### src/rtl/msi_xlate_pkg.sv
// Package: shared classification type and size helper for the window translator.
// Assumes 32-bit addresses and data.
package msi_xlate_pkg;

    // Outcome of decoding one incoming write
    typedef enum logic [1:0] {
        CLS_BYPASS = 2'd0,
        CLS_WIN    = 2'd1,
        CLS_DIRECT = 2'd2,
        CLS_BAD    = 2'd3
    } wr_class_e;

    // Index of the highest set bit (0 for input 0)
    function automatic logic [5:0] floor_log2(input logic [31:0] v);
        logic [5:0] r;
        r = 6'd0;
        for (int i = 0; i < 32; i++) begin
            if (v[i]) r = 6'(i);
        end
        return r;
    endfunction

endpackage

### src/rtl/msi_win_cfg.sv
// Module: derives window enable, ID bit count and span from the size input.
// Assumes DEVID_W <= 29 so the span fits in 33 bits.
module msi_win_cfg #(
    parameter int DEVID_W = 16
) (
    input  logic [31:0] win_size,
    output logic        win_en,
    output logic [5:0]  id_bits,
    output logic [32:0] win_span
);
    import msi_xlate_pkg::*;

    localparam logic [5:0] MAX_BITS = 6'(DEVID_W);

    logic       is_pow2;
    logic [5:0] lg;
    logic [5:0] raw_bits;

    // Decode size into enable, capped ID width and byte span
    always_comb begin
        is_pow2  = (win_size != 32'd0) && ((win_size & (win_size - 32'd1)) == 32'd0);
        lg       = floor_log2(win_size);
        win_en   = is_pow2 && (lg >= 6'd3);
        raw_bits = win_en ? (lg - 6'd2) : 6'd0;
        id_bits  = (raw_bits > MAX_BITS) ? MAX_BITS : raw_bits;
        win_span = win_en ? (33'd4 << id_bits) : 33'd0;
    end
endmodule

### src/rtl/msi_win_decode.sv
// Module: classifies one write against the window and the direct doorbell address,
// and extracts the device ID from the window offset. Window match wins over direct.
module msi_win_decode #(
    parameter int          DEVID_W    = 16,
    parameter logic [31:0] XLATE_ADDR = 32'h0801_0040
) (
    input  logic [31:0]               addr,
    input  logic [3:0]                strb,
    input  logic [31:0]               win_base,
    input  logic                      win_en,
    input  logic [5:0]                id_bits,
    input  logic [32:0]               win_span,
    output msi_xlate_pkg::wr_class_e  cls,
    output logic [DEVID_W-1:0]        devid
);
    import msi_xlate_pkg::*;

    logic [31:0]        offset;
    logic               in_win;
    logic               full_word;
    logic [DEVID_W-1:0] id_mask;

    // Offset, window match and access shape
    always_comb begin
        offset    = addr - win_base;
        in_win    = win_en && ({1'b0, offset} < win_span);
        full_word = (strb == 4'hF) && (addr[1:0] == 2'b00);
        id_mask   = ~({DEVID_W{1'b1}} << id_bits);
        devid     = offset[DEVID_W+1:2] & id_mask;
    end

    // Priority decode: window, then direct register, then bypass
    always_comb begin
        if (in_win)                cls = full_word ? CLS_WIN : CLS_BAD;
        else if (addr == XLATE_ADDR) cls = CLS_DIRECT;
        else                       cls = CLS_BYPASS;
    end
endmodule

### src/rtl/msi_out_slice.sv
// Module: single-entry valid/ready output register; payload held until taken.
// Assumes the parent loads only when the slot is empty or draining.
module msi_out_slice #(
    parameter int W = 32
) (
    input  logic         clk,
    input  logic         rst_n,
    input  logic         load,
    input  logic [W-1:0] din,
    input  logic         ready,
    output logic         valid,
    output logic [W-1:0] dout
);
    // Track occupancy of the slot
    always_ff @(posedge clk) begin
        if (!rst_n)     valid <= 1'b0;
        else if (load)  valid <= 1'b1;
        else if (ready) valid <= 1'b0;
    end

    // Capture payload on load only
    always_ff @(posedge clk) begin
        if (!rst_n)    dout <= '0;
        else if (load) dout <= din;
    end
endmodule

### src/rtl/msi_devid_xlate.sv
// Module: top of the doorbell device-ID translator. Routes each accepted write to
// the doorbell slice, the bypass slice, or drops it with an error pulse.
// Assumes cfg inputs are quasi-static while writes are in flight.
module msi_devid_xlate #(
    parameter int          DEVID_W    = 16,
    parameter logic [31:0] XLATE_ADDR = 32'h0801_0040
) (
    input  logic               clk,
    input  logic               rst_n,
    input  logic [31:0]        cfg_win_base,
    input  logic [31:0]        cfg_win_size,
    input  logic               in_valid,
    output logic               in_ready,
    input  logic [31:0]        in_addr,
    input  logic [31:0]        in_data,
    input  logic [3:0]         in_strb,
    output logic               db_valid,
    input  logic               db_ready,
    output logic [DEVID_W-1:0] db_devid,
    output logic [31:0]        db_data,
    output logic               byp_valid,
    input  logic               byp_ready,
    output logic [31:0]        byp_addr,
    output logic [31:0]        byp_data,
    output logic [3:0]         byp_strb,
    output logic               err_pulse
);
    import msi_xlate_pkg::*;

    localparam int DB_W  = DEVID_W + 32;
    localparam int BYP_W = 32 + 32 + 4;

    logic               win_en;
    logic [5:0]         id_bits;
    logic [32:0]        win_span;
    wr_class_e          cls;
    logic [DEVID_W-1:0] dec_id;
    logic               accept;
    logic               db_load, byp_load;
    logic [DB_W-1:0]    db_din, db_dout;
    logic [BYP_W-1:0]   byp_din, byp_dout;

    msi_win_cfg #(.DEVID_W(DEVID_W)) u_cfg (
        .win_size (cfg_win_size),
        .win_en   (win_en),
        .id_bits  (id_bits),
        .win_span (win_span)
    );

    msi_win_decode #(.DEVID_W(DEVID_W), .XLATE_ADDR(XLATE_ADDR)) u_dec (
        .addr     (in_addr),
        .strb     (in_strb),
        .win_base (cfg_win_base),
        .win_en   (win_en),
        .id_bits  (id_bits),
        .win_span (win_span),
        .cls      (cls),
        .devid    (dec_id)
    );

    // Accept only when both output slots can take a new entry
    always_comb begin
        in_ready = (!db_valid || db_ready) && (!byp_valid || byp_ready);
        accept   = in_valid && in_ready;
        db_load  = accept && ((cls == CLS_WIN) || (cls == CLS_DIRECT));
        byp_load = accept && (cls == CLS_BYPASS);
        db_din   = {(cls == CLS_WIN) ? dec_id : {DEVID_W{1'b0}}, in_data};
        byp_din  = {in_addr, in_data, in_strb};
    end

    msi_out_slice #(.W(DB_W)) u_db (
        .clk (clk), .rst_n (rst_n), .load (db_load), .din (db_din),
        .ready (db_ready), .valid (db_valid), .dout (db_dout)
    );

    msi_out_slice #(.W(BYP_W)) u_byp (
        .clk (clk), .rst_n (rst_n), .load (byp_load), .din (byp_din),
        .ready (byp_ready), .valid (byp_valid), .dout (byp_dout)
    );

    // Split slice payloads onto the ports
    always_comb begin
        db_devid = db_dout[DB_W-1:32];
        db_data  = db_dout[31:0];
        byp_addr = byp_dout[BYP_W-1:36];
        byp_data = byp_dout[35:4];
        byp_strb = byp_dout[3:0];
    end

    // One-cycle error flag for a dropped malformed window write
    always_ff @(posedge clk) begin
        if (!rst_n) err_pulse <= 1'b0;
        else        err_pulse <= accept && (cls == CLS_BAD);
    end
endmodule

### config.mk
export PLATFORM = sky130hd
export DESIGN_NAME = msi_devid_xlate
export DESIGN_NICKNAME = d
export VERILOG_FILES = /design/src/rtl/msi_xlate_pkg.sv /design/src/rtl/msi_win_cfg.sv /design/src/rtl/msi_win_decode.sv /design/src/rtl/msi_out_slice.sv /design/src/rtl/msi_devid_xlate.sv
export SDC_FILE = /design/constraint.sdc
export NUM_CORES = 1
export LEC_CHECK = 0
export ABC_AREA = 1
export BUFFER_PORTS_ARGS = -buffer_cell sky130_fd_sc_hd__buf_2
export CELL_PAD_IN_SITES_DETAIL_PLACEMENT = 1
export CELL_PAD_IN_SITES_GLOBAL_PLACEMENT = 1
export CORE_ASPECT_RATIO = 0.5
export CORE_MARGIN = 2
export CORE_UTILIZATION = 39
export CTS_BUF_LIST = sky130_fd_sc_hd__clkbuf_8 sky130_fd_sc_hd__clkbuf_16
export DETAILED_ROUTE_END_ITERATION = 16
export GPL_TIMING_DRIVEN = 1
export PLACE_DENSITY_LB_ADDON = 0.1
export SYNTH_ARGS = -nofsm -noshare
export SYNTH_HDL_FRONTEND = slang
export SYNTH_HIERARCHICAL = 1
export SYNTH_SLANG_ARGS = --single-unit
### constraint.sdc
create_clock -name clk -period 11 [get_ports clk]
set_clock_uncertainty 0.1 [all_clocks]
set_input_delay 0.55 -clock clk [delete_from_list [all_inputs] [get_ports clk]]
set_output_delay 0.55 -clock clk [all_outputs]
set_load 0.1 [all_outputs]
Word level (Yosys, flattened, before mapping)
Cells that the tools add are included.
{"block": "classes", "addsub": 3, "magnitude_cmp": 3, "eq_ne": 5, "shift": 2, "muxes": 42, "bitwise": 3, "reduce_logical": 20}
{"operator": "two-way mux 5 bit", "count": 16}
{"operator": "< comparator 32 x 33 -> 1 bit", "count": 1}
{"operator": "two-way mux 33 bit", "count": 1}
{"operator": "<< shifter 3 x 6 -> 33 bit, first input constant", "count": 1}
{"operator": "AND 32 bit", "count": 1}
{"operator": "equality test 32 x 28 -> 1 bit, second input constant", "count": 1}
{"operator": "logical NOT 32 bit", "count": 1}
{"operator": "two-way mux 4 bit", "count": 8}
{"operator": "nonzero test 32 bit", "count": 1}
{"operator": "subtractor 32 x 1 -> 32 bit, second input constant", "count": 1}
{"operator": "subtractor 32 bit", "count": 1}
{"operator": "AND 16 bit", "count": 1}
{"operator": "two-way mux 16 bit", "count": 1}
{"operator": "inverter 16 bit", "count": 1}
{"operator": "<< shifter 16 x 6 -> 16 bit, first input constant", "count": 1}
{"operator": "two-way mux 3 bit", "count": 4}
{"operator": "two-way mux 6 bit", "count": 2}
{"operator": "two-way mux 2 bit", "count": 5}
{"operator": "logical AND 1 bit", "count": 9}
{"operator": "greater-than comparator 6 x 5 -> 1 bit, second input constant", "count": 1}
{"operator": "subtractor 5 x 2 -> 6 bit, second input constant", "count": 1}
{"operator": "greater-or-equal comparator 5 x 2 -> 1 bit, second input constant", "count": 1}
{"operator": "two-way mux 1 bit", "count": 5}
{"operator": "equality test 2 bit, second input constant", "count": 2}
{"operator": "6 further kinds", "count": 11}
{"block": "word_totals", "reg_bits": 119, "input_bits": 137, "output_inout_bits": 120, "elab_cells": 83}

Depth between registers and ports, before layout
Gate-level depths: netlist of the first run.
{"block": "logic_depth", "word_depth": 45, "depth_mapped": 63, "depth_no_buf": 60}

Cells and area by module
The synthesis of the first run kept the hierarchy.
{"module": "msi_win_decode", "instances": 1, "cells_each": 669, "area_per_inst_um2": 3527.1, "seq_area_each_um2": 0.0}
{"module": "msi_out_slice (u_byp)", "instances": 1, "cells_each": 299, "area_per_inst_um2": 2367.3, "seq_area_each_um2": 1381.3}
{"module": "msi_out_slice (u_db)", "instances": 1, "cells_each": 213, "area_per_inst_um2": 1691.6, "seq_area_each_um2": 980.9}
{"module": "msi_win_cfg", "instances": 1, "cells_each": 261, "area_per_inst_um2": 1335.0, "seq_area_each_um2": 0.0}
{"module": "msi_devid_xlate", "instances": 1, "cells_each": 53, "area_per_inst_um2": 279.0, "seq_area_each_um2": 20.0}

Worst setup path after synthesis of the first run
No wires, ideal clock.
{"block": "synth_path", "kind": "in2reg", "startpoint": "input cfg_win_size[3]", "endpoint": "register u_db.dout[36]", "setup_ns": 0.119, "arrival_time_ns": 5.031, "t_required_ns": 10.781, "setup_slack_ns": 5.750, "path_stages": 39, "n_path_buf": 4, "path_cell_list": "inv_1 -> nand2_1 -> a21boi_0 -> o31ai_1 -> a21boi_1 -> o21ai_0 -> a21boi_1 -> o21ai_0 -> nand2_1 -> nand3_1 -> inv_1 -> ha_1 -> xor2_1 -> inv_1 -> o211ai_1 -> nand2_2 -> nand2_2 -> nand2_4 -> [... 3 more ...] -> a21oi_1 -> o21ai_0 -> a21oi_1 -> nand2_1 -> nand2_1 -> nand2_1 -> inv_1 -> buf_4 -> inv_1 -> ha_1 -> inv_1 -> nor2_1 -> buf_6 -> inv_2 -> buf_6 -> buf_6 -> nor2_1 -> nor2_1"}
{"block": "synth_between", "elab_chain_len": 42, "word_cells_on_any_way": 53, "cone_classes": "add/sub: 2; order compare: 3; eq/ne: 2; shift: 2; mux: 34; bitwise: 3; reduce/logical: 7"}
{"element": "from (decl)", "line": "msi_devid_xlate.sv:11", "text": "input logic [31:0] cfg_win_size,"}
{"element": "two-way mux 2 bit", "line": "msi_xlate_pkg.sv:18", "text": "if (v[i]) r = 6'(i);"}
{"element": "two-way mux 3 bit (4 in a row)", "line": "msi_xlate_pkg.sv:18"}
{"element": "two-way mux 4 bit (8 in a row)", "line": "msi_xlate_pkg.sv:18"}
{"element": "two-way mux 5 bit (16 in a row)", "line": "msi_xlate_pkg.sv:18"}
{"element": "greater-or-equal comparator 5 x 2 -> 1 bit", "line": "msi_win_cfg.sv:23", "text": "win_en = is_pow2 && (lg >= 6'd3);"}
{"element": "logical AND 1 bit", "line": "msi_win_cfg.sv:23"}
{"element": "two-way mux 6 bit", "line": "msi_win_cfg.sv:24", "text": "raw_bits = win_en ? (lg - 6'd2) : 6'd0;"}
{"element": "greater-than comparator 6 x 5 -> 1 bit", "line": "msi_win_cfg.sv:25", "text": "id_bits = (raw_bits > MAX_BITS) ? MAX_BITS : raw_bits;"}
{"element": "[... 3 more ...]"}
{"element": "net win_span[12]", "line": "msi_devid_xlate.sv:35", "text": "logic [32:0] win_span;"}
{"element": "[... 1 more ...]"}
{"element": "logical AND 1 bit *", "line": "msi_win_decode.sv:26", "text": "in_win = win_en && ({1'b0, offset} < win_span);"}
{"element": "net u_dec.in_win", "line": "msi_win_decode.sv:19", "text": "logic in_win;"}
{"element": "two-way mux 2 bit *", "line": "msi_win_decode.sv:34", "text": "if (in_win) cls = full_word ? CLS_WIN : CLS_BAD;"}
{"element": "net cls[0]", "line": "msi_devid_xlate.sv:36", "text": "wr_class_e cls;"}
{"element": "equality test 2 x 1 -> 1 bit or equality test 2 bit (tied branches)", "line": "msi_devid_xlate.sv:65", "text": "db_load = accept && ((cls == CLS_WIN) || (cls == CLS_DIRECT));"}
{"element": "logical OR 1 bit *", "line": "msi_devid_xlate.sv:65"}
{"element": "logical AND 1 bit *", "line": "msi_devid_xlate.sv:65"}
{"element": "net db_load", "line": "msi_devid_xlate.sv:39", "text": "logic db_load, byp_load;"}
{"element": "to (signal assigned)", "line": "msi_out_slice.sv:24", "text": "else if (load) dout <= din;"}
{"element": "to (decl)", "line": "msi_out_slice.sv:12", "text": "output logic [W-1:0] dout"}
The timed path passes the listed nets; every way through them passes the cells marked *.
A chain may end at the register's enable or synchronous reset.

Worst setup path after layout of the first run
{"block": "layout_path", "startpoint": "input cfg_win_size[0]", "endpoint": "register u_byp.dout[54]"}
{"block": "layout_between", "elab_chain_len": 15, "word_cells_on_any_way": 16, "cone_classes": "add/sub: 1; order compare: 2; shift: 1; mux: 4; bitwise: 1; reduce/logical: 7"}
{"element": "subtractor 32 x 1 -> 32 bit", "line": "msi_win_cfg.sv:21", "text": "is_pow2 = (win_size != 32'd0) && ((win_size & (win_size - 32'd1)) == 32'd0);"}
{"element": "AND 32 bit", "line": "msi_win_cfg.sv:21"}
{"element": "logical NOT 32 bit", "line": "msi_win_cfg.sv:21"}
{"element": "logical AND 1 bit *", "line": "msi_win_cfg.sv:21"}
{"element": "logical AND 1 bit *", "line": "msi_win_cfg.sv:23"}
{"element": "two-way mux 6 bit *", "line": "msi_win_cfg.sv:24"}
{"element": "greater-than comparator 6 x 5 -> 1 bit", "line": "msi_win_cfg.sv:25"}
{"element": "two-way mux 6 bit *", "line": "msi_win_cfg.sv:25"}
{"element": "net id_bits[4]", "line": "msi_devid_xlate.sv:34", "text": "logic [5:0] id_bits;"}
{"element": "[... 2 more ...]"}
{"element": "net win_span[4]", "line": "msi_devid_xlate.sv:35"}
{"element": "< comparator 32 x 33 -> 1 bit *", "line": "msi_win_decode.sv:26"}
{"element": "logical AND 1 bit *", "line": "msi_win_decode.sv:26"}
{"element": "two-way mux 2 bit *", "line": "msi_win_decode.sv:34"}
{"element": "net cls[1]", "line": "msi_devid_xlate.sv:36"}
{"element": "logical NOT 2 bit *", "line": "msi_devid_xlate.sv:66", "text": "byp_load = accept && (cls == CLS_BYPASS);"}
{"element": "logical AND 1 bit *", "line": "msi_devid_xlate.sv:66"}
{"element": "net byp_load", "line": "msi_devid_xlate.sv:39"}
{"element": "to (signal assigned)", "line": "msi_out_slice.sv:24"}
{"element": "to (decl)", "line": "msi_out_slice.sv:12"}
Marked as above.

==> impl_metrics.env, run 1 <==
export IMPL_fp_dieH_um=113
export IMPL_cts_setup_buffers=0
export IMPL_type_of_element_capturing_the_critical_path="register"
export IMPL_drt_pass1_iter_count=5
export IMPL_synth_top_cells_by_area="dfxtp_1 (26%), nor2_1 (14%), nand2_1 (11%)"
export IMPL_setup_tns_final_ns=0
export IMPL_layout_nets=1936
export IMPL_post_synth_adder_cell_area_pct=9.19
export IMPL_worstSetupStartpointType="input port"
export IMPL_simple_gate_share_of_the_synthesized_area_pct=34.7
export IMPL_synth_top_family_by_area="simple AND/OR/NAND/NOR gates"
export IMPL_dieArea_um2=24900
export IMPL_slowest_stage="inv_2"
export IMPL_finalHoldViolations=0
export IMPL_ys_seq_area_share_pct=25.9
export IMPL_highest_cell_delay_on_the_worst_timing_path_ns=0.66
export IMPL_r2r_start="u_byp/valid$_SDFFE_PN0P_"
export IMPL_drive_above_1_share_pct=21.0
export IMPL_hold_start="in_data[19]"
export IMPL_floorplan_initialDensity_pct=40.0
export IMPL_root_buffer="clkbuf_16"
export IMPL_worst_pin_slew_ns=1.28
export IMPL_setup_repair_after_global_routing_missed_its_margin="false"
export IMPL_p_sw_mw=0.562
export IMPL_grt_first_pass_wirelength_um=54000
export IMPL_internal_power_mw=0.909
export IMPL_timing_critical_path_fanout_max=69
export IMPL_synthesis_warning_total=6
export IMPL_drc=0
export IMPL_timing_critical_path_mode_cell="nor2_1"
export IMPL_syn_avg_cell_area_um2=6.15
export IMPL_final_period_utilization_pct=63.6
export IMPL_synth_top_cells_by_count="nor2_1 (332), nand2_1 (275), inv_1 (232)"
export IMPL_power_share_switching_pct=38.2
export IMPL_ys_types=58
export IMPL_count_of_flip_flops_with_a_built_in_enable_after_synthesis=0
export IMPL_grt_util_all_layers_pct=26.7
export IMPL_clock_tree_htree_level_count=4
export IMPL_coreArea_um2=23000
export IMPL_synth_seq_cells=119
export IMPL_setup_violations_final=0
export IMPL_worstPathRequired_ns=11.19
export IMPL_detailed_place_hpwl_um=27300
export IMPL_detail_route_wirelength_um=33600
export IMPL_fillCellCount=3236
export IMPL_detail_routed_via_count_per_cell=5.02
export IMPL_grt_remaining_overflow=0
export IMPL_number_of_antenna_violations_at_the_first_check_in_global_routing=2
export IMPL_yosysTopAreaCellShare_pct=25.9
export IMPL_min_period_ns=7.00
export IMPL_min_delay_path_class="in -> reg"
export IMPL_async_reset_ff_share_pct=0
export IMPL_post_cts_hold_buffers=0
export IMPL_muxShareOfSynthArea_pct=0
export IMPL_ir_drop_mv=0.104
export IMPL_fraction_of_the_mapped_netlist_area_in_compound_gates_pct=14.6
export IMPL_power_share_sequential_pct=31.4
export IMPL_crit_type="in -> reg"
export IMPL_cp_startpoint="cfg_win_size[0]"
export IMPL_timing_max_transition_violations_final=0
export IMPL_power_leakage_nw=6.23
export IMPL_routed_wire_length_per_instance_um=16.4
export IMPL_power_frac_comb_pct=33.2
export IMPL_mappedNetlistArea_um2=9200
export IMPL_post_synthesis_cell_count=1495
export IMPL_grt_pass1_vias=10739
export IMPL_max_slew_margin_pct=14.3
export IMPL_cts_reportedPaths_clkPinSlew_ns=0.05
export IMPL_grt_max_degree=120
export IMPL_reg2reg_setup_slack_ns=8.44
export IMPL_antenna_violating_nets_post_route=0
export IMPL_cts_tree="built"
export IMPL_cts_buffer_depth=2
export IMPL_numClockSinks=119
export IMPL_post_synth_top_count_cell="nor2_1"
export IMPL_power_mw=1.47
export IMPL_place_port_buffers=256
export IMPL_multiInputGateArea_um2=5590
export IMPL_critical_path_arrival_ns=7.19
export IMPL_numCtsBuffers=17
export IMPL_rows=39
export IMPL_ff_latch_area_um2=2380
export IMPL_drv_cap=0
export IMPL_postCtsResizedCells=0
export IMPL_ys_flop_type="dfxtp_1"
export IMPL_die_w_um=221
export IMPL_run_status="completed"
export IMPL_cellPowerDensity_nw_per_um2=132
export IMPL_via_count=10295
export IMPL_cell_type_with_the_largest_total_area_after_synthesis="dfxtp_1"
export IMPL_insertion_delay_to_the_later_sink_of_the_worst_skew_pair_ns=0.41
export IMPL_fmax_mhz=143
export IMPL_gp_congestion=0.957
export IMPL_flow_area_growth_from_synthesis_pct=21.2
export IMPL_detailedRoute_firstIterationViolations=361
export IMPL_synth_xor_xnor_area_share_pct=1.48
export IMPL_power_share_of_the_clock_group_pct=35.4
export IMPL_io_pins=257
-- placed cells by master, fill, tap and decap left out, drive strengths merged, types with 22 or more instances in the layout --
master / synthesis / final
nor2: 347 / 347
o21ai: 157 / 157
ha: 66 / 66
clkbuf: 17 / 22
dfxtp: 119 / 119
inv: 246 / 251
buf: 40 / 259
nand3: 45 / 45
nand2: 306 / 306
a21oi: 64 / 64
-- kinds of logic (layout without fill, tap and decap cells) --
| group | after synthesis | after routing |
|---|---|---|
| AND/OR/NAND/NOR | 743 | 743 |
| buffers and inverters | 304 | 536 |
| AO/OA/AOI/OAI | 248 | 248 |
| flip-flops | 119 | 119 |
| adder cells (fa/ha/maj) | 67 | 67 |
| XOR/XNOR | 13 | 13 |
| other | 1 | 19 |
-- metal layers --
| layer | GRT usage (%) | part of all wire [%] | up-vias |
|---|---|---|---|
| met5 | 0 | 0.039 | - |
| met4 | 5.82 | 1.3 | 2 |
| met3 | 6.73 | 5.9 | 33 |
| met2 | 46.6 | 47 | 233 |
| met1 | 33.5 | 46 | 4920 |
| li1 | - | - | 5107 |
-- sequential cells by signal, summed over array words and instances (netlist names) --
signal	flops
err_pulse	1
u_byp/dout	68
u_byp/valid	1
u_db/dout	48
u_db/valid	1
-- layout make-up --
class	instances	area share, %
antenna	2	0.0449
timing repair buffer	259	11.7
sequential	119	21.4
multi-input combinational	1088	50.2
clock buffer	22	4.43
clock inverter	8	0.527
tap	307	3.45
inverter	247	8.32
-- path summary, 6_finish.rpt --
path | to | depth (start not counted)
worst min-delay path | u_db/dout[19]$_SDFFE_PN0P_ | 3
worst max register to register | u_byp/dout[54]$_SDFFE_PN0P_ | 7
worst max-delay path | u_byp/dout[54]$_SDFFE_PN0P_ | 39
worst min register to register | u_byp/valid$_SDFFE_PN0P_ | 2
-- per-stage QoR --
step	hold WS (ns)	instances	util [%]	worst slack, ns	area (um^2)
floorplan	0.576	1511	-	5.75	9260
global placement	0.364	2020	46.1	3.99	10600
detailed placement	0.377	2020	46.1	3.60	10600
CTS	0.270	2050	48.5	4.02	11100
global route	0.283	2051	48.5	3.37	11100
finish	0.285	2052	48.5	4.00	11100
-- power groups by stage --
stage	logic, mW	registers [mW]	clock network (mW)
after global routing	0.533	0.464	0.548
after global placement	0.470	0.469	0
after floorplan	0.214	0.612	0
after CTS	0.488	0.462	0.526
final	0.489	0.462	0.520
after detailed placement	0.485	0.470	0
-- worst max-delay path, delay by kind of cell --
family	cells	cell delay [ns]
adders and majority gates	2	0.46
and+or+nand+nor	24	3.08
buffers and inverters	10	1.82
AOI/OAI and AO/OA	3	1.26
No activity file was read; power rests on OpenSTA's default activity.
==> run 2, diff against run 1 <==
--- a/config.mk
+++ b/config.mk
@@ -11,7 +11,7 @@
 export CELL_PAD_IN_SITES_GLOBAL_PLACEMENT = 1
 export CORE_ASPECT_RATIO = 0.5
 export CORE_MARGIN = 2
-export CORE_UTILIZATION = 39
+export CORE_UTILIZATION = 36
 export CTS_BUF_LIST = sky130_fd_sc_hd__clkbuf_8 sky130_fd_sc_hd__clkbuf_16
 export DETAILED_ROUTE_END_ITERATION = 16
 export GPL_TIMING_DRIVEN = 1
==> constraint.sdc (replaced) <==
create_clock -name clk -period 7.3 [get_ports clk]
set_clock_uncertainty 0.1 [all_clocks]
set_input_delay 0.365 -clock clk [delete_from_list [all_inputs] [get_ports clk]]
set_output_delay 0.365 -clock clk [all_outputs]
set_load 0.1 [all_outputs]
==> run 2 against run 1 <==
  * Combinational power up 50%
  * Largest power group unchanged
  * Utilization down 3.7 points
  * Die area up 8.1%
  * Worst setup slack worse by 2.7 ns
==> impl_metrics.env, run 2 (synthesis gave the netlist of run 1 again) <==
export IMPL_power_frac_comb_pct=32.6
export IMPL_final_period_utilization_pct=82.7
export IMPL_die_w_um=230
export IMPL_run_status="completed"
export IMPL_setup_tns_final_ns=0
export IMPL_place_port_buffers=256
export IMPL_min_period_ns=6.04
export IMPL_power_share_of_the_clock_group_pct=36.5
export IMPL_fmax_mhz=166
export IMPL_timing_critical_path_buf_inv=9
export IMPL_postCtsResizedCells=0
export IMPL_registers_top_by_ff_count="u_byp/dout"
export IMPL_place_worst_setup_slack_ns=0.851
export IMPL_power_leakage_nw=6.25
export IMPL_coreArea_um2=25100
export IMPL_multiInputGateArea_um2=5590
export IMPL_drt_pass1_iter_count=5
export IMPL_root_buffer="clkbuf_16"
export IMPL_layout_nets=1939
export IMPL_grt_util_all_layers_pct=24.7
export IMPL_detailedRoute_firstIterationViolations=423
export IMPL_layout_commonest_cell="nor2_1"
export IMPL_rows=41
export IMPL_internal_power_mw=1.40
export IMPL_layout_common_cells="nor2_1 (330), nand2_1 (275), buf_2 (256), inv_1 (235), o21ai_0 (152)"
export IMPL_number_of_antenna_violations_at_the_first_check_in_global_routing=5
export IMPL_highest_cell_delay_on_the_worst_timing_path_ns=0.55
export IMPL_setup_slack_ns=1.26
export IMPL_holdWs_ns=0.0959
export IMPL_timing_critical_path_fanout_max=68
export IMPL_detail_route_wirelength_um=33300
export IMPL_fillCellCount=3498
export IMPL_drc=0
export IMPL_type_of_element_capturing_the_critical_path="register"
export IMPL_drv_cap=0
export IMPL_drive_above_1_share_pct=21.3
export IMPL_cts_buffer_depth=2
export IMPL_setup_repair_after_global_routing_missed_its_margin="false"
export IMPL_grt_remaining_overflow=0
export IMPL_numClockSinks=119
export IMPL_p_sw_mw=0.852
export IMPL_numCtsBuffers=17
export IMPL_critical_path_arrival_ns=6.27
export IMPL_post_route_util_pct=44.8
export IMPL_post_cts_hold_buffers=0
export IMPL_clock_tree_htree_level_count=4
export IMPL_worstSetupStartpointType="input port"
export IMPL_largestRegisters="u_byp/dout x68, u_db/dout x48"
export IMPL_power_share_sequential_pct=30.8
export IMPL_detail_routed_via_count_per_cell=4.79
export IMPL_path_delay_family="simple AND/OR/NAND/NOR gates"
export IMPL_worstPathRequired_ns=7.53
export IMPL_grt_max_degree=120
export IMPL_max_slew_margin_pct=32.9
export IMPL_ir_drop_mv=0.111
export IMPL_io_pins=257
export IMPL_grt_pass1_vias=10393
export IMPL_worst_pin_slew_ns=1.01
export IMPL_timing_max_transition_violations_final=0
export IMPL_cts_setup_buffers=0
export IMPL_gp_congestion=0.962
export IMPL_flip_flop_count_of_the_largest_register_all_copies_and_words_added=68
export IMPL_finalHoldViolations=0
export IMPL_fp_dieH_um=117
export IMPL_via_count=10032
export IMPL_cellPowerDensity_nw_per_um2=200
export IMPL_power_mw=2.25
export IMPL_ff_latch_area_um2=2380
export IMPL_cts_tree="built"
export IMPL_antenna_violating_nets_post_route=0
export IMPL_setup_violations_final=0
export IMPL_flow_area_growth_from_synthesis_pct=22.5
export IMPL_routed_wire_length_per_instance_um=15.9
export IMPL_crit_type="in -> reg"
export IMPL_detailed_place_hpwl_um=27400
export IMPL_floorplan_initialDensity_pct=36.6
export IMPL_slowest_stage="buf_4"
export IMPL_grt_first_pass_wirelength_um=53300
export IMPL_cts_reportedPaths_clkPinSlew_ns=0.06
export IMPL_dieArea_um2=26900
export IMPL_min_delay_path_class="in -> reg"
export IMPL_insertion_delay_to_the_later_sink_of_the_worst_skew_pair_ns=0.40
export IMPL_power_share_switching_pct=37.8
[run 2: cell types whose count changed in the layout (fill, tap and decap cells not counted)]
cell / before / now
bufinv_16: 1 / 2
inv_1: 237 / 235
clkinv_2: 2 / 4
clkinvlp_4: 0 / 2
buf_12: 0 / 1
clkbuf_8: 5 / 4
diode_2: 2 / 3
buf_4: 3 / 5
[run 2: path summary, 6_finish.rpt]
path                            endpoint  depth (start not counted)  slack, ns                      from
min            u_db/dout[8]$_SDFFE_PN0P_                          3        0.1                in_data[8]
max          u_byp/dout[28]$_SDFFE_PN0P_                         38       1.26           cfg_win_size[0]
min reg2reg     u_byp/valid$_SDFFE_PN0P_                          2       0.39  u_byp/valid$_SDFFE_PN0P_
max reg2reg  u_byp/dout[28]$_SDFFE_PN0P_                          6       5.36  u_byp/valid$_SDFFE_PN0P_
[run 2: worst register-to-register path: cells and delay by family (launching register included)]
kind                   cells  cell delay, ns
AO/OA/AOI/OAI              1            0.25
buffers and inverters      1            0.55
flip-flops                 1            0.32
AND/OR/NAND/NOR            4            0.66
[run 2: final cells by class]
cell class              instances  share of cell area, %
multi-input cells            1088                   49.6
well taps                     344                   3.82
repair buffers                262                   11.9
clock inverters                11                  0.944
clock buffers                  21                   4.26
diodes                          3                 0.0666
flip-flops and latches        119                   21.1
inverters                     247                   8.23
[run 2: power by group through the flow]
stage	registers (mW)	clock network [mW]	logic (mW)
final	0.695	0.823	0.735
after global routing	0.698	0.874	0.807
after CTS	0.695	0.837	0.736
after detailed placement	0.708	0	0.733
after global placement	0.706	0	0.712
after floorplan	0.922	0	0.323
[run 2: through the flow]
step | area, um^2 | std cells
3_3_place_gp | 10700 | 2060
4_1_cts | 11300 | 2092
5_1_grt | 11300 | 2094
3_5_place_dp | 10700 | 2060
6_report | 11300 | 2095
2_1_floorplan | 9260 | 1511
[run 2: metal layers]
layer | track usage (%) | routed length, um | share of wire, % | vias up
met4 | 4.99 | 335 | 1.0 | 2
met3 | 5.16 | 1590 | 4.8 | 25
li1 | - | - | - | 5132
met5 | 0 | 13 | 0.039 | -
met2 | 44.4 | 15700 | 47 | 155
met1 | 31.1 | 15700 | 47 | 4718
==> run 3, diff against run 2 <==
--- a/config.mk
+++ b/config.mk
@@ -5,13 +5,13 @@
 export SDC_FILE = /design/constraint.sdc
 export NUM_CORES = 1
 export LEC_CHECK = 0
-export ABC_AREA = 1
+export ABC_AREA = 0
 export BUFFER_PORTS_ARGS = -buffer_cell sky130_fd_sc_hd__buf_2
 export CELL_PAD_IN_SITES_DETAIL_PLACEMENT = 1
 export CELL_PAD_IN_SITES_GLOBAL_PLACEMENT = 1
 export CORE_ASPECT_RATIO = 0.5
 export CORE_MARGIN = 2
-export CORE_UTILIZATION = 36
+export CORE_UTILIZATION = 35
 export CTS_BUF_LIST = sky130_fd_sc_hd__clkbuf_8 sky130_fd_sc_hd__clkbuf_16
 export DETAILED_ROUTE_END_ITERATION = 16
 export GPL_TIMING_DRIVEN = 1
==> constraint.sdc (replaced) <==
create_clock -name clk -period 5.2 [get_ports clk]
set_clock_uncertainty 0.1 [all_clocks]
set_input_delay 0.26 -clock clk [delete_from_list [all_inputs] [get_ports clk]]
set_output_delay 0.26 -clock clk [all_outputs]
set_load 0.1 [all_outputs]
==> run 3 against run 2 <==
  * Design area grew 17%
  * Final cell count shrank 12%
  * Largest power group unchanged
  * Synthesized area shrank 0.97%
  * Synthesized cell count fell by 28%
==> impl_metrics.env, run 3 <==
export IMPL_cell_type_with_the_largest_total_area_after_synthesis="dfxtp_1"
export IMPL_dieArea_um2=27400
export IMPL_grt_first_pass_wirelength_um=51300
export IMPL_post_synthesis_cell_count=1082
export IMPL_highest_cell_delay_on_the_worst_timing_path_ns=0.54
export IMPL_detailed_place_hpwl_um=25700
export IMPL_layout_common_cells="buf_2 (252), buf_4 (155), nor2b_1 (131), dfxtp_1 (119), mux2i_1 (115)"
export IMPL_worst_r2r_cell_count=5
export IMPL_root_buffer="clkbuf_16"
export IMPL_synth_seq_cells=119
export IMPL_ys_types=77
export IMPL_insertion_delay_to_the_later_sink_of_the_worst_skew_pair_ns=0.42
export IMPL_detailedRoute_firstIterationViolations=448
export IMPL_timing_critical_path_fanout_max=7
export IMPL_min_period_ns=5.03
export IMPL_fp_dieH_um=118
export IMPL_numClockSinks=119
export IMPL_flip_flop_count_of_the_largest_register_all_copies_and_words_added=68
export IMPL_antenna_violating_nets_post_route=0
export IMPL_numCtsBuffers=17
export IMPL_final_period_utilization_pct=96.7
export IMPL_post_synth_top_count_cell="nor2b_1"
export IMPL_grt_max_degree=84
export IMPL_async_reset_ff_share_pct=0
export IMPL_worstPathRequired_ns=5.41
export IMPL_cellPowerDensity_nw_per_um2=249
export IMPL_slowest_stage="or4_4"
export IMPL_drc=0
export IMPL_finalHoldViolations=0
export IMPL_place_port_buffers=256
export IMPL_r2r_start="u_byp/valid$_SDFFE_PN0P_"
export IMPL_hold_start="in_data[19]"
export IMPL_layout_nets=1694
export IMPL_place_area_um2=11700
export IMPL_max_slew_margin_pct=21.7
export IMPL_setup_violations_final=0
export IMPL_critical_path_arrival_ns=5.24
export IMPL_drv_cap=0
export IMPL_routed_wire_length_per_instance_um=17.8
export IMPL_whs_endpoint="u_byp/dout[23]$_SDFFE_PN0P_"
export IMPL_power_mw=3.27
export IMPL_cts_buffer_depth=2
export IMPL_rows=41
export IMPL_run_status="completed"
export IMPL_power_leakage_nw=5.99
export IMPL_number_of_antenna_violations_at_the_first_check_in_global_routing=5
export IMPL_yosysTopAreaCellShare_pct=26.1
export IMPL_largestRegisters="u_byp/dout x68, u_db/dout x48"
export IMPL_holdWs_ns=0.0179
export IMPL_io_pins=257
export IMPL_die_w_um=232
export IMPL_synth_top_cells_by_area="dfxtp_1 (26%), mux2i_1 (13%), ha_1 (9.1%)"
export IMPL_ys_flop_type="dfxtp_1"
export IMPL_worst_pin_slew_ns=1.17
export IMPL_timing_max_transition_violations_final=0
export IMPL_drt_pass1_iter_count=4
export IMPL_grt_remaining_overflow=0
export IMPL_grt_util_all_layers_pct=23.3
export IMPL_crit_type="in -> reg"
export IMPL_layout_commonest_cell="buf_2"
export IMPL_summed_area_of_non_filler_cells_in_the_final_layout_um2=13100
export IMPL_reg2reg_setup_slack_ns=3.51
export IMPL_placed_cell_count=1792
export IMPL_cts_reportedPaths_clkPinSlew_ns=0.06
export IMPL_worstReg2RegEnd="u_byp/dout[48]$_SDFFE_PN0P_"
export IMPL_count_of_flip_flops_with_a_built_in_enable_after_synthesis=0
export IMPL_min_delay_path_class="in -> reg"
export IMPL_clock_tree_htree_level_count=4
export IMPL_mappedNetlistArea_um2=9110
export IMPL_fmax_mhz=199
export IMPL_detail_route_wirelength_um=32900
export IMPL_flow_area_growth_from_synthesis_pct=44.2
export IMPL_floorplan_initialDensity_pct=35.9
export IMPL_worstSetupStartpointType="input port"
export IMPL_coreArea_um2=25400
export IMPL_grt_pass1_vias=9833
export IMPL_synthesis_warning_total=6
export IMPL_ys_seq_area_share_pct=26.1
export IMPL_via_count=9278
export IMPL_drive_above_1_share_pct=37.8
export IMPL_ir_drop_mv=0.227
export IMPL_gp_congestion=0.907
export IMPL_registers_top_by_ff_count="u_byp/dout"
export IMPL_detail_routed_via_count_per_cell=5.02
export IMPL_synth_top_cells_by_count="nor2b_1 (131), dfxtp_1 (119), mux2i_1 (119)"
export IMPL_syn_avg_cell_area_um2=8.42
export IMPL_hold_path_depth=3
export IMPL_setup_repair_after_global_routing_missed_its_margin="true"
export IMPL_final_instance_count_excl_fillers=1850
export IMPL_cts_tree="built"
export IMPL_type_of_element_capturing_the_critical_path="register"
[run 3: worst max-delay path by stage]
stage | startpoint | end | slack, ns | cells after the start
floorplan | cfg_win_size[16] | u_db/dout[36]$_SDFFE_PN0P_ | 0.004 | 29
global placement | cfg_win_size[4] | u_db/dout[35]$_SDFFE_PN0P_ | -0.46 | 27
detailed placement | cfg_win_size[4] | u_db/dout[39]$_SDFFE_PN0P_ | -0.50 | 28
CTS | cfg_win_size[4] | u_db/dout[22]$_SDFFE_PN0P_ | 0.02 | 29
global route | cfg_win_size[3] | u_db/dout[42]$_SDFFE_PN0P_ | -0.13 | 26
finish | cfg_win_size[17] | u_db/dout[46]$_SDFFE_PN0P_ | 0.17 | 29
[run 3: layout make-up]
class,instances,area [um^2]
repair buffers,443,2940
clock inverters,15,164
fillers,3090,12300
clock buffers,17,425
flip-flops and latches,119,2380
diodes,3,7.51
multi-input cells,824,6480
inverters,85,319
well taps,344,430
[run 3: repair_timing]
action,4_1_cts,5_1_grt
hold endpoints to repair,11,0
hold buffers,8,0
setup endpoints to repair,112,118
setup buffers,0,14
pin swaps,1,48
cloned,0,4
gates resized for setup,7,97
[run 3: logic make-up after synthesis]
kind of cell | count (synthesis) | share of synthesized area, %
AO/OA/AOI/OAI | 204 | 14.9
multiplexers | 119 | 13.1
buffers and inverters | 155 | 8.75
other | 1 | 0.0412
adder cells (fa/ha/maj) | 67 | 9.28
flip-flops | 119 | 26.1
XOR/XNOR | 31 | 3.06
AND/OR/NAND/NOR | 386 | 24.7
[run 3: routing by layer]
| layer | routed length [um] | global-route usage, % |
|---|---|---|
| met4 | 444 | 5.89 |
| met5 | 13 | 0 |
| met3 | 1370 | 5.50 |
| met1 | 15500 | 30.0 |
| met2 | 15600 | 39.2 |
[run 3: per-stage QoR]
step / TNS [ns] / setup slack (ns) / util (%)
6_report: 0 / 0.170 / 51.8
5_1_grt: -4.23 / -0.131 / 51.7
4_1_cts: 0 / 0.0242 / 49.0
3_5_place_dp: -50.53 / -0.503 / 46.2
3_3_place_gp: -46.86 / -0.457 / 46.2
2_1_floorplan: 0 / 0.00389 / -
[run 3: critical path, delay by kind of cell]
kind / cells / cell delay (ns)
AOI/OAI and AO/OA: 7 / 1.27
xor gates and xnor gates: 1 / 0.14
adders and majority gates: 3 / 0.67
muxes: 2 / 0.45
buffers and inverters: 7 / 0.82
and+or+nand+nor: 9 / 1.59
[run 3: report_power, final]
group          switching (mW)  internal [mW]  leakage (nW)
Combinational           0.697          0.418          4.72
Sequential             0.0190          0.946         0.971
Clock                   0.448          0.746         0.301
